<file path="src/rtl/tclk_pkg.sv">
package tclk_pkg;

    localparam int SRC_N    = 3;
    localparam int PRE_W    = 3;
    localparam int PRE_MAX  = 5;
    localparam int CNT_W    = 2 * PRE_MAX;
    localparam int GATE_W   = 17;
    localparam int GATE_OST = 15;
    localparam int GATE_WDG = 16;

    localparam int ADR_OST  = 8;
    localparam int ADR_WDG  = 9;
    localparam int ADR_STAT = 12;
    localparam int ADR_SET  = 13;
    localparam int ADR_CLR  = 14;

    typedef struct packed {
        logic [PRE_W-1:0] pre;
        logic [SRC_N-1:0] sel;
    } ctl_t;

    localparam int CTL_W = $bits(ctl_t);

    function automatic logic [PRE_W-1:0] clamp_pre(input logic [PRE_W-1:0] p);
        return (p > PRE_W'(PRE_MAX)) ? PRE_W'(PRE_MAX) : p;
    endfunction

    function automatic logic [CNT_W-1:0] period_last(input logic [PRE_W-1:0] p);
        logic [CNT_W:0] one_w;
        logic [CNT_W:0] full;
        one_w = {{CNT_W{1'b0}}, 1'b1};
        full  = one_w << {clamp_pre(p), 1'b0};
        return CNT_W'(full - one_w);
    endfunction

    function automatic logic sel_ok(input logic [SRC_N-1:0] s);
        logic ok;
        ok = 1'b0;
        for (int i = 0; i < SRC_N; i++) begin
            if (s == SRC_N'(1 << i)) ok = 1'b1;
        end
        return ok;
    endfunction

endpackage

</file>
<file path="src/rtl/tclk_regs.sv">
module tclk_regs
    import tclk_pkg::*;
#(
    parameter int NUM_CH = 8,
    parameter int ADDR_W = 5,
    parameter int DATA_W = 32,
    localparam int SLOTS = NUM_CH + 2
) (
    input  logic                     clk,
    input  logic                     rst_n,
    input  logic                     we_i,
    input  logic [ADDR_W-1:0]        addr_i,
    input  logic [DATA_W-1:0]        wdata_i,
    output logic [DATA_W-1:0]        rdata_o,
    output ctl_t [SLOTS-1:0]         ctl_o,
    output logic [SLOTS-1:0]         stop_o,
    output logic [SLOTS-1:0]         restart_o
);

    function automatic logic [GATE_W-1:0] gate_mask(input int n);
        logic [GATE_W-1:0] m;
        m = '0;
        for (int i = 0; i < n; i++) m[i] = 1'b1;
        m[GATE_OST] = 1'b1;
        m[GATE_WDG] = 1'b1;
        return m;
    endfunction

    function automatic int slot_addr(input int s);
        if (s < NUM_CH)  return s;
        if (s == NUM_CH) return ADR_OST;
        return ADR_WDG;
    endfunction

    function automatic int slot_gate(input int s);
        if (s < NUM_CH)  return s;
        if (s == NUM_CH) return GATE_OST;
        return GATE_WDG;
    endfunction

    localparam logic [GATE_W-1:0] GMASK = gate_mask(NUM_CH);

    typedef struct packed {
        ctl_t [SLOTS-1:0]  ctl;
        logic [GATE_W-1:0] gate;
    } regs_t;

    regs_t r_d, r_q;
    logic [SLOTS-1:0]  restart_d;
    logic [GATE_W-1:0] wmask;
    ctl_t              wctl;

    logic unused_wdata;
    assign unused_wdata = ^wdata_i[DATA_W-1:GATE_W];

    always_comb begin
        wmask     = wdata_i[GATE_W-1:0] & GMASK;
        wctl.sel  = wdata_i[SRC_N-1:0];
        wctl.pre  = clamp_pre(wdata_i[SRC_N +: PRE_W]);
        r_d       = r_q;
        restart_d = '0;
        if (we_i) begin
            for (int s = 0; s < SLOTS; s++) begin
                if (int'(addr_i) == slot_addr(s)) begin
                    r_d.ctl[s]   = wctl;
                    restart_d[s] = 1'b1;
                end
            end
            if (int'(addr_i) == ADR_SET) r_d.gate = r_q.gate | wmask;
            if (int'(addr_i) == ADR_CLR) r_d.gate = r_q.gate & ~wmask;
        end
    end

    always_ff @(posedge clk or negedge rst_n) begin
        if (!rst_n) begin
            r_q.ctl  <= '0;
            r_q.gate <= GMASK;
        end else begin
            r_q <= r_d;
        end
    end

    always_comb begin
        rdata_o = '0;
        for (int s = 0; s < SLOTS; s++) begin
            if (int'(addr_i) == slot_addr(s))
                rdata_o = {{(DATA_W-CTL_W){1'b0}}, r_q.ctl[s]};
        end
        if (int'(addr_i) == ADR_STAT)
            rdata_o = {{(DATA_W-GATE_W){1'b0}}, r_q.gate};
    end

    always_comb begin
        for (int s = 0; s < SLOTS; s++) begin
            ctl_o[s]  = r_q.ctl[s];
            stop_o[s] = r_q.gate[slot_gate(s)];
        end
        restart_o = restart_d;
    end

    AST_SET_STOPS: assert property (@(posedge clk) disable iff (!rst_n)
        (we_i && int'(addr_i) == ADR_SET) |=>
        ((r_q.gate & $past(wdata_i[GATE_W-1:0] & GMASK)) == $past(wdata_i[GATE_W-1:0] & GMASK)));

    AST_CLR_RUNS: assert property (@(posedge clk) disable iff (!rst_n)
        (we_i && int'(addr_i) == ADR_CLR) |=>
        ((r_q.gate & $past(wdata_i[GATE_W-1:0] & GMASK)) == '0));

    AST_GATE_HOLD: assert property (@(posedge clk) disable iff (!rst_n)
        (!we_i) |=> $stable(r_q.gate));

endmodule

</file>
<file path="src/rtl/tclk_divider.sv">
module tclk_divider
    import tclk_pkg::*;
(
    input  logic             clk,
    input  logic             rst_n,
    input  logic [SRC_N-1:0] src_tick_i,
    input  ctl_t             ctl_i,
    input  logic             stop_i,
    input  logic             restart_i,
    output logic             pulse_o
);

    typedef struct packed {
        logic [CNT_W-1:0] cnt;
        logic             pulse;
    } div_t;

    div_t             d, q;
    logic             sel_tick;
    logic [CNT_W-1:0] last;

    always_comb begin
        sel_tick = sel_ok(ctl_i.sel) && ((ctl_i.sel & src_tick_i) != '0);
        last     = period_last(ctl_i.pre);
        d        = q;
        d.pulse  = 1'b0;
        if (restart_i || stop_i) begin
            d.cnt = '0;
        end else if (sel_tick) begin
            if (q.cnt >= last) begin
                d.cnt   = '0;
                d.pulse = 1'b1;
            end else begin
                d.cnt = q.cnt + 1'b1;
            end
        end
    end

    always_ff @(posedge clk or negedge rst_n) begin
        if (!rst_n) q <= '0;
        else        q <= d;
    end

    assign pulse_o = q.pulse;

    AST_STOP_QUIET: assert property (@(posedge clk) disable iff (!rst_n)
        stop_i |=> !pulse_o);

    AST_RESTART_QUIET: assert property (@(posedge clk) disable iff (!rst_n)
        restart_i |=> !pulse_o);

    AST_BAD_SEL_QUIET: assert property (@(posedge clk) disable iff (!rst_n)
        ($countones(ctl_i.sel) != 1) |=> !pulse_o);

    AST_PULSE_NEEDS_TICK: assert property (@(posedge clk) disable iff (!rst_n)
        pulse_o |-> $past((ctl_i.sel & src_tick_i) != '0));

    AST_CNT_RANGE: assert property (@(posedge clk) disable iff (!rst_n)
        q.cnt <= last);

    AST_ONE_CYCLE: assert property (@(posedge clk) disable iff (!rst_n)
        pulse_o && ctl_i.pre != '0 |=> !pulse_o);

endmodule

</file>
<file path="src/rtl/tclk_front.sv">
module tclk_front
    import tclk_pkg::*;
#(
    parameter int NUM_CH = 8,
    parameter int ADDR_W = 5
) (
    input  logic              clk,
    input  logic              rst_n,
    input  logic [2:0]        src_tick_i,
    input  logic              bus_we,
    input  logic [ADDR_W-1:0] bus_addr,
    input  logic [31:0]       bus_wdata,
    output logic [31:0]       bus_rdata,
    output logic [NUM_CH-1:0] ch_tick_o,
    output logic              ost_tick_o,
    output logic              wdg_tick_o
);

    localparam int SLOTS = NUM_CH + 2;

    ctl_t [SLOTS-1:0] ctl;
    logic [SLOTS-1:0] stop;
    logic [SLOTS-1:0] restart;
    logic [SLOTS-1:0] ticks;

    tclk_regs #(
        .NUM_CH (NUM_CH),
        .ADDR_W (ADDR_W),
        .DATA_W (32)
    ) u_regs (
        .clk       (clk),
        .rst_n     (rst_n),
        .we_i      (bus_we),
        .addr_i    (bus_addr),
        .wdata_i   (bus_wdata),
        .rdata_o   (bus_rdata),
        .ctl_o     (ctl),
        .stop_o    (stop),
        .restart_o (restart)
    );

    for (genvar s = 0; s < SLOTS; s++) begin : g_slot
        tclk_divider u_div (
            .clk        (clk),
            .rst_n      (rst_n),
            .src_tick_i (src_tick_i),
            .ctl_i      (ctl[s]),
            .stop_i     (stop[s]),
            .restart_i  (restart[s]),
            .pulse_o    (ticks[s])
        );
    end

    assign ch_tick_o  = ticks[NUM_CH-1:0];
    assign ost_tick_o = ticks[NUM_CH];
    assign wdg_tick_o = ticks[NUM_CH+1];

endmodule

</file>
<file path="config.mk">
export PLATFORM = sky130hd
export DESIGN_NAME = tclk_front
export DESIGN_NICKNAME = d
export VERILOG_FILES = /design/src/rtl/tclk_pkg.sv /design/src/rtl/tclk_regs.sv /design/src/rtl/tclk_divider.sv /design/src/rtl/tclk_front.sv
export SDC_FILE = /design/constraint.sdc
export NUM_CORES = 1
export LEC_CHECK = 0
export ABC_AREA = 1
export ABC_CLOCK_PERIOD_IN_PS = 3750
export BUFFER_PORTS_ARGS = -buffer_cell sky130_fd_sc_hd__buf_2
export CORE_MARGIN = 1.5
export CORE_UTILIZATION = 45
export CTS_BUF_LIST = sky130_fd_sc_hd__clkbuf_2 sky130_fd_sc_hd__clkbuf_4 sky130_fd_sc_hd__clkbuf_8
export CTS_CLUSTER_SIZE = 8
export DETAILED_ROUTE_END_ITERATION = 16
export GPL_ROUTABILITY_DRIVEN = 0
export SYNTH_ARGS = -nofsm -noshare
export SYNTH_HDL_FRONTEND = slang
export SYNTH_SLANG_ARGS = --single-unit
export TNS_END_PERCENT = 30
</file>
<file path="constraint.sdc">
create_clock -name clk -period 3.75 [get_ports clk]
set_clock_uncertainty 0.15 [all_clocks]
set_input_delay 0.1875 -clock clk [delete_from_list [all_inputs] [get_ports clk]]
set_output_delay 0.1875 -clock clk [all_outputs]
set_load 0.05 [all_outputs]
</file>
==> metrics.txt <==
hold_buf cts=11; total power=roughly 0.0061 W; Reg power frac=41.9%; initial DRC count=693; Crit. path cell count=17; I/O Buffers=40; Total Neg Setup Slack=0 ns; vias in the first global route=10200; Post-CTS Setup Inserts=0; vias per cell=5.20; Worst setup EP type=flip-flop; post-DP HPWL=22500 um; Clk pwr share=25.0%; reg2reg setup slack=approximately 0.7 ns; outcome=completed; critical-path cell list=nor2_1 > inv_1 > nor2_1 > inv_1 > ha_1 > inv_1 > xor2_1 > ha_1 > nand2_1 > inv_1 > o21ai_0 > nand2_1 > nand2_1 > nand3_1 > nor2_1 > nand3_1 > o21ai_0; Worst EP required=4.00 ns; clk buf depth=2; ys flop type=dfrtp_1; top post-synthesis cells by area=dfrtp_1 (34%), ha_1 (12%), nand2_1 (11%); die area=0.0291 mm2; Total GRT Usage=21.8%; Max Cap Violations=0; Setup Viol. Count Final=0; top-area cell type share of the netlist area=33.7%; Int Pwr=approximately 0.0037 W; critical path peak fanout=10; core area=0.0277 mm2; fin crit share=81.2%; sw power=0.00244 W; fraction of registers with async set or reset after synthesis=100%; CTS buffer count=17; Starting Density=between 40 and 50%; sequential-to-total area share from yosys stat=35.8%; max_slew headroom=between 40% and 50%; fin nets=1862; WL/cell=14.4 um; Synth Cell Area=between 0.01 and 0.015 mm2; std cell rows=61; GRT overflow=0; TritonCTS clock tree=yes; synth-to-layout area growth=8.10%; worst hold path class=input port to flip-flop; crit path DAT=3.29 ns; RR Endpoint=g_slot[9].u_div.q[6]; fraction of layout cells with a size suffix above 1=7.88%; delay-heaviest family, CP=simple AND/OR/NAND/NOR gates; syn_area_per_cell=7.58 um2; Tmin final=around 3 ns; routed vias=10900; final worst slack=0.707 ns; largest net degree at the start of global routing=92; power per cell area=447 mW/mm2; Max rail drop VDD=0.213 mV; R2R depth=17; H-tree depth=4; reg2reg start=u_regs.ctl_o[57]; Final Max Slew Viols=0; commonest non-fill, non-tap cell in the layout=nand2_1; drt first pass iters=5; die height=170 um; clock-pin transition on the worst setup and hold timing paths=around 0.11 ns; Die Span X=170 um; combinational share of power=around 33%; RSZ-0062 raised after global routing=false; Critical-path top delay cell=nor2_1; clk_lat worst skew=0.48 ns; worst slew pin tran=roughly 0.80 ns; Cells after Synth=1665; most frequent cells in the layout=nand2_1 (368), inv_1 (201), dfrtp_1 (170); CP most frequent cell=inv_1; Buffers & Inverters on Critical Path=4; # resized after CTS=0; I/O Pins=85; Setup crit start=u_regs.ctl_o[57]; WL final=30200 um; clock root cell=clkbuf_8; EDFF count, synth=0; final hold violation count=0; Synth area leader=dfrtp_1; Sw Ratio=40.0%; Worst Hold Launch=bus_addr[3]; FF+latch count, synth=180; Yosys warning count=0; antenna violations before repair=4; startpoint types=flip-flop; P_leak=between 6 and 7 nW; dpl ws=0.708 ns; Synth cell types=46; Crit Path Class=flip-flop to flip-flop; Residual DRC=0; first-pass GRT wire length=50300 um; CP max stage delay=0.53 ns; CP endpoint=g_slot[9].u_div.q[6]; Clock Sink Count=180; Max Clk Rate=329 MHz; Antenna Nets Post-Route=0
-- sequential cells by signal, indices dropped and copies added (netlist names), named ones only --
register              count
u_regs.ctl_o             60
g_slot.u_div.pulse_o     10
g_slot.u_div.q          100
-- power groups by stage --
stage / clock, W / sequential (W) / combinational [W]
floorplan: 0 / 0.00247 / 0.00162
global placement: 0 / 0.00258 / 0.00196
detailed placement: 0 / 0.00259 / 0.00202
CTS: 0.00158 / 0.00255 / 0.00204
global route: 0.00165 / 0.00261 / 0.00235
finish: 0.00153 / 0.00256 / 0.00202
-- how the worst min path moves through the flow --
stage / endpoint / slack, ns / cells after the start
2_1_floorplan: g_slot[0].u_div.pulse_o / -0.26 / 0
3_3_place_gp: g_slot[4].u_div.q[3] / 0.17 / 1
3_5_place_dp: g_slot[4].u_div.q[6] / 0.17 / 1
4_1_cts: u_regs.ctl_o[5] / 0.03 / 6
5_1_grt: u_regs.ctl_o[41] / 0.06 / 3
6_report: u_regs.ctl_o[5] / 0.06 / 6
-- layer usage --
layer / track usage (%) / wire length, um / share of wire [%] / vias up
met5: 0 / 13 / 0.043 / -
met4: 8.46 / 839 / 2.8 / 2
met3: 3.23 / 1070 / 3.5 / 52
met2: 35.6 / 14000 / 46 / 201
met1: 29.0 / 14300 / 47 / 5045
li1: - / - / - / 5586
-- per-stage QoR --
step | cells | hold WS (ns) | utilization (%) | instance area (um2)
finish | 2094 | 0.0580 | 49.2 | 13600
global route | 2094 | 0.0596 | 49.2 | 13600
detailed placement | 2048 | 0.170 | 47.2 | 13100
CTS | 2091 | 0.0297 | 49.2 | 13600
floorplan | 1686 | -0.258 | - | 12700
global placement | 2048 | 0.167 | 47.2 | 13100
-- kinds of logic (layout without fill, tap and decap cells) --
family / count (synthesis) / in the layout / synth area share (%)
other: 1 / 25 / 0.0297
buffers and inverters: 269 / 296 / 9.05
AND/OR/NAND/NOR: 737 / 737 / 26.0
XOR/XNOR: 57 / 57 / 3.96
flip-flops: 180 / 180 / 35.8
AO/OA/AOI/OAI: 302 / 302 / 13.3
adder cells (fa/ha/maj): 119 / 119 / 11.8
-- worst min-delay path, stage by stage --
cell	delay [ns]
buf_2	0.13
nor2_4	0.06
nand2_4	0.07
nor3_2	0.07
nand2_1	0.06
o21ai_0	0.07
-- cell type report --
class,instances,area [um2]
Antenna cell,3,7.51
Clock inverter,11,178
Timing Repair Buffer,58,384
Fill cell,2744,14100
Sequential cell,180,4520
Multi-Input combinational cell,1237,7040
Tap cell,378,473
Inverter,206,774
Clock buffer,21,264
-- Yosys cell counts, types with 4 or more instances --
cell type	number
nand2_1	368
inv_1	201
dfrtp_1	170
nor2_1	143
o21ai_0	139
ha_1	119
nand3_1	96
a21oi_1	82
nand4_1	57
xor2_1	39
buf_4	30
clkbuf_1	23
o22ai_1	21
nor3_1	19
xnor2_1	18
nor4_1	13
a31oi_1	11
o211ai_1	11
o21a_1	11
dfstp_2	10
buf_2	9
o21ai_2	8
nor2_2	7
nand2_2	6
nand3b_1	6
o31ai_1	6
inv_2	4
nand2_4	4
Note: power is estimated with default switching activity, not from simulation.
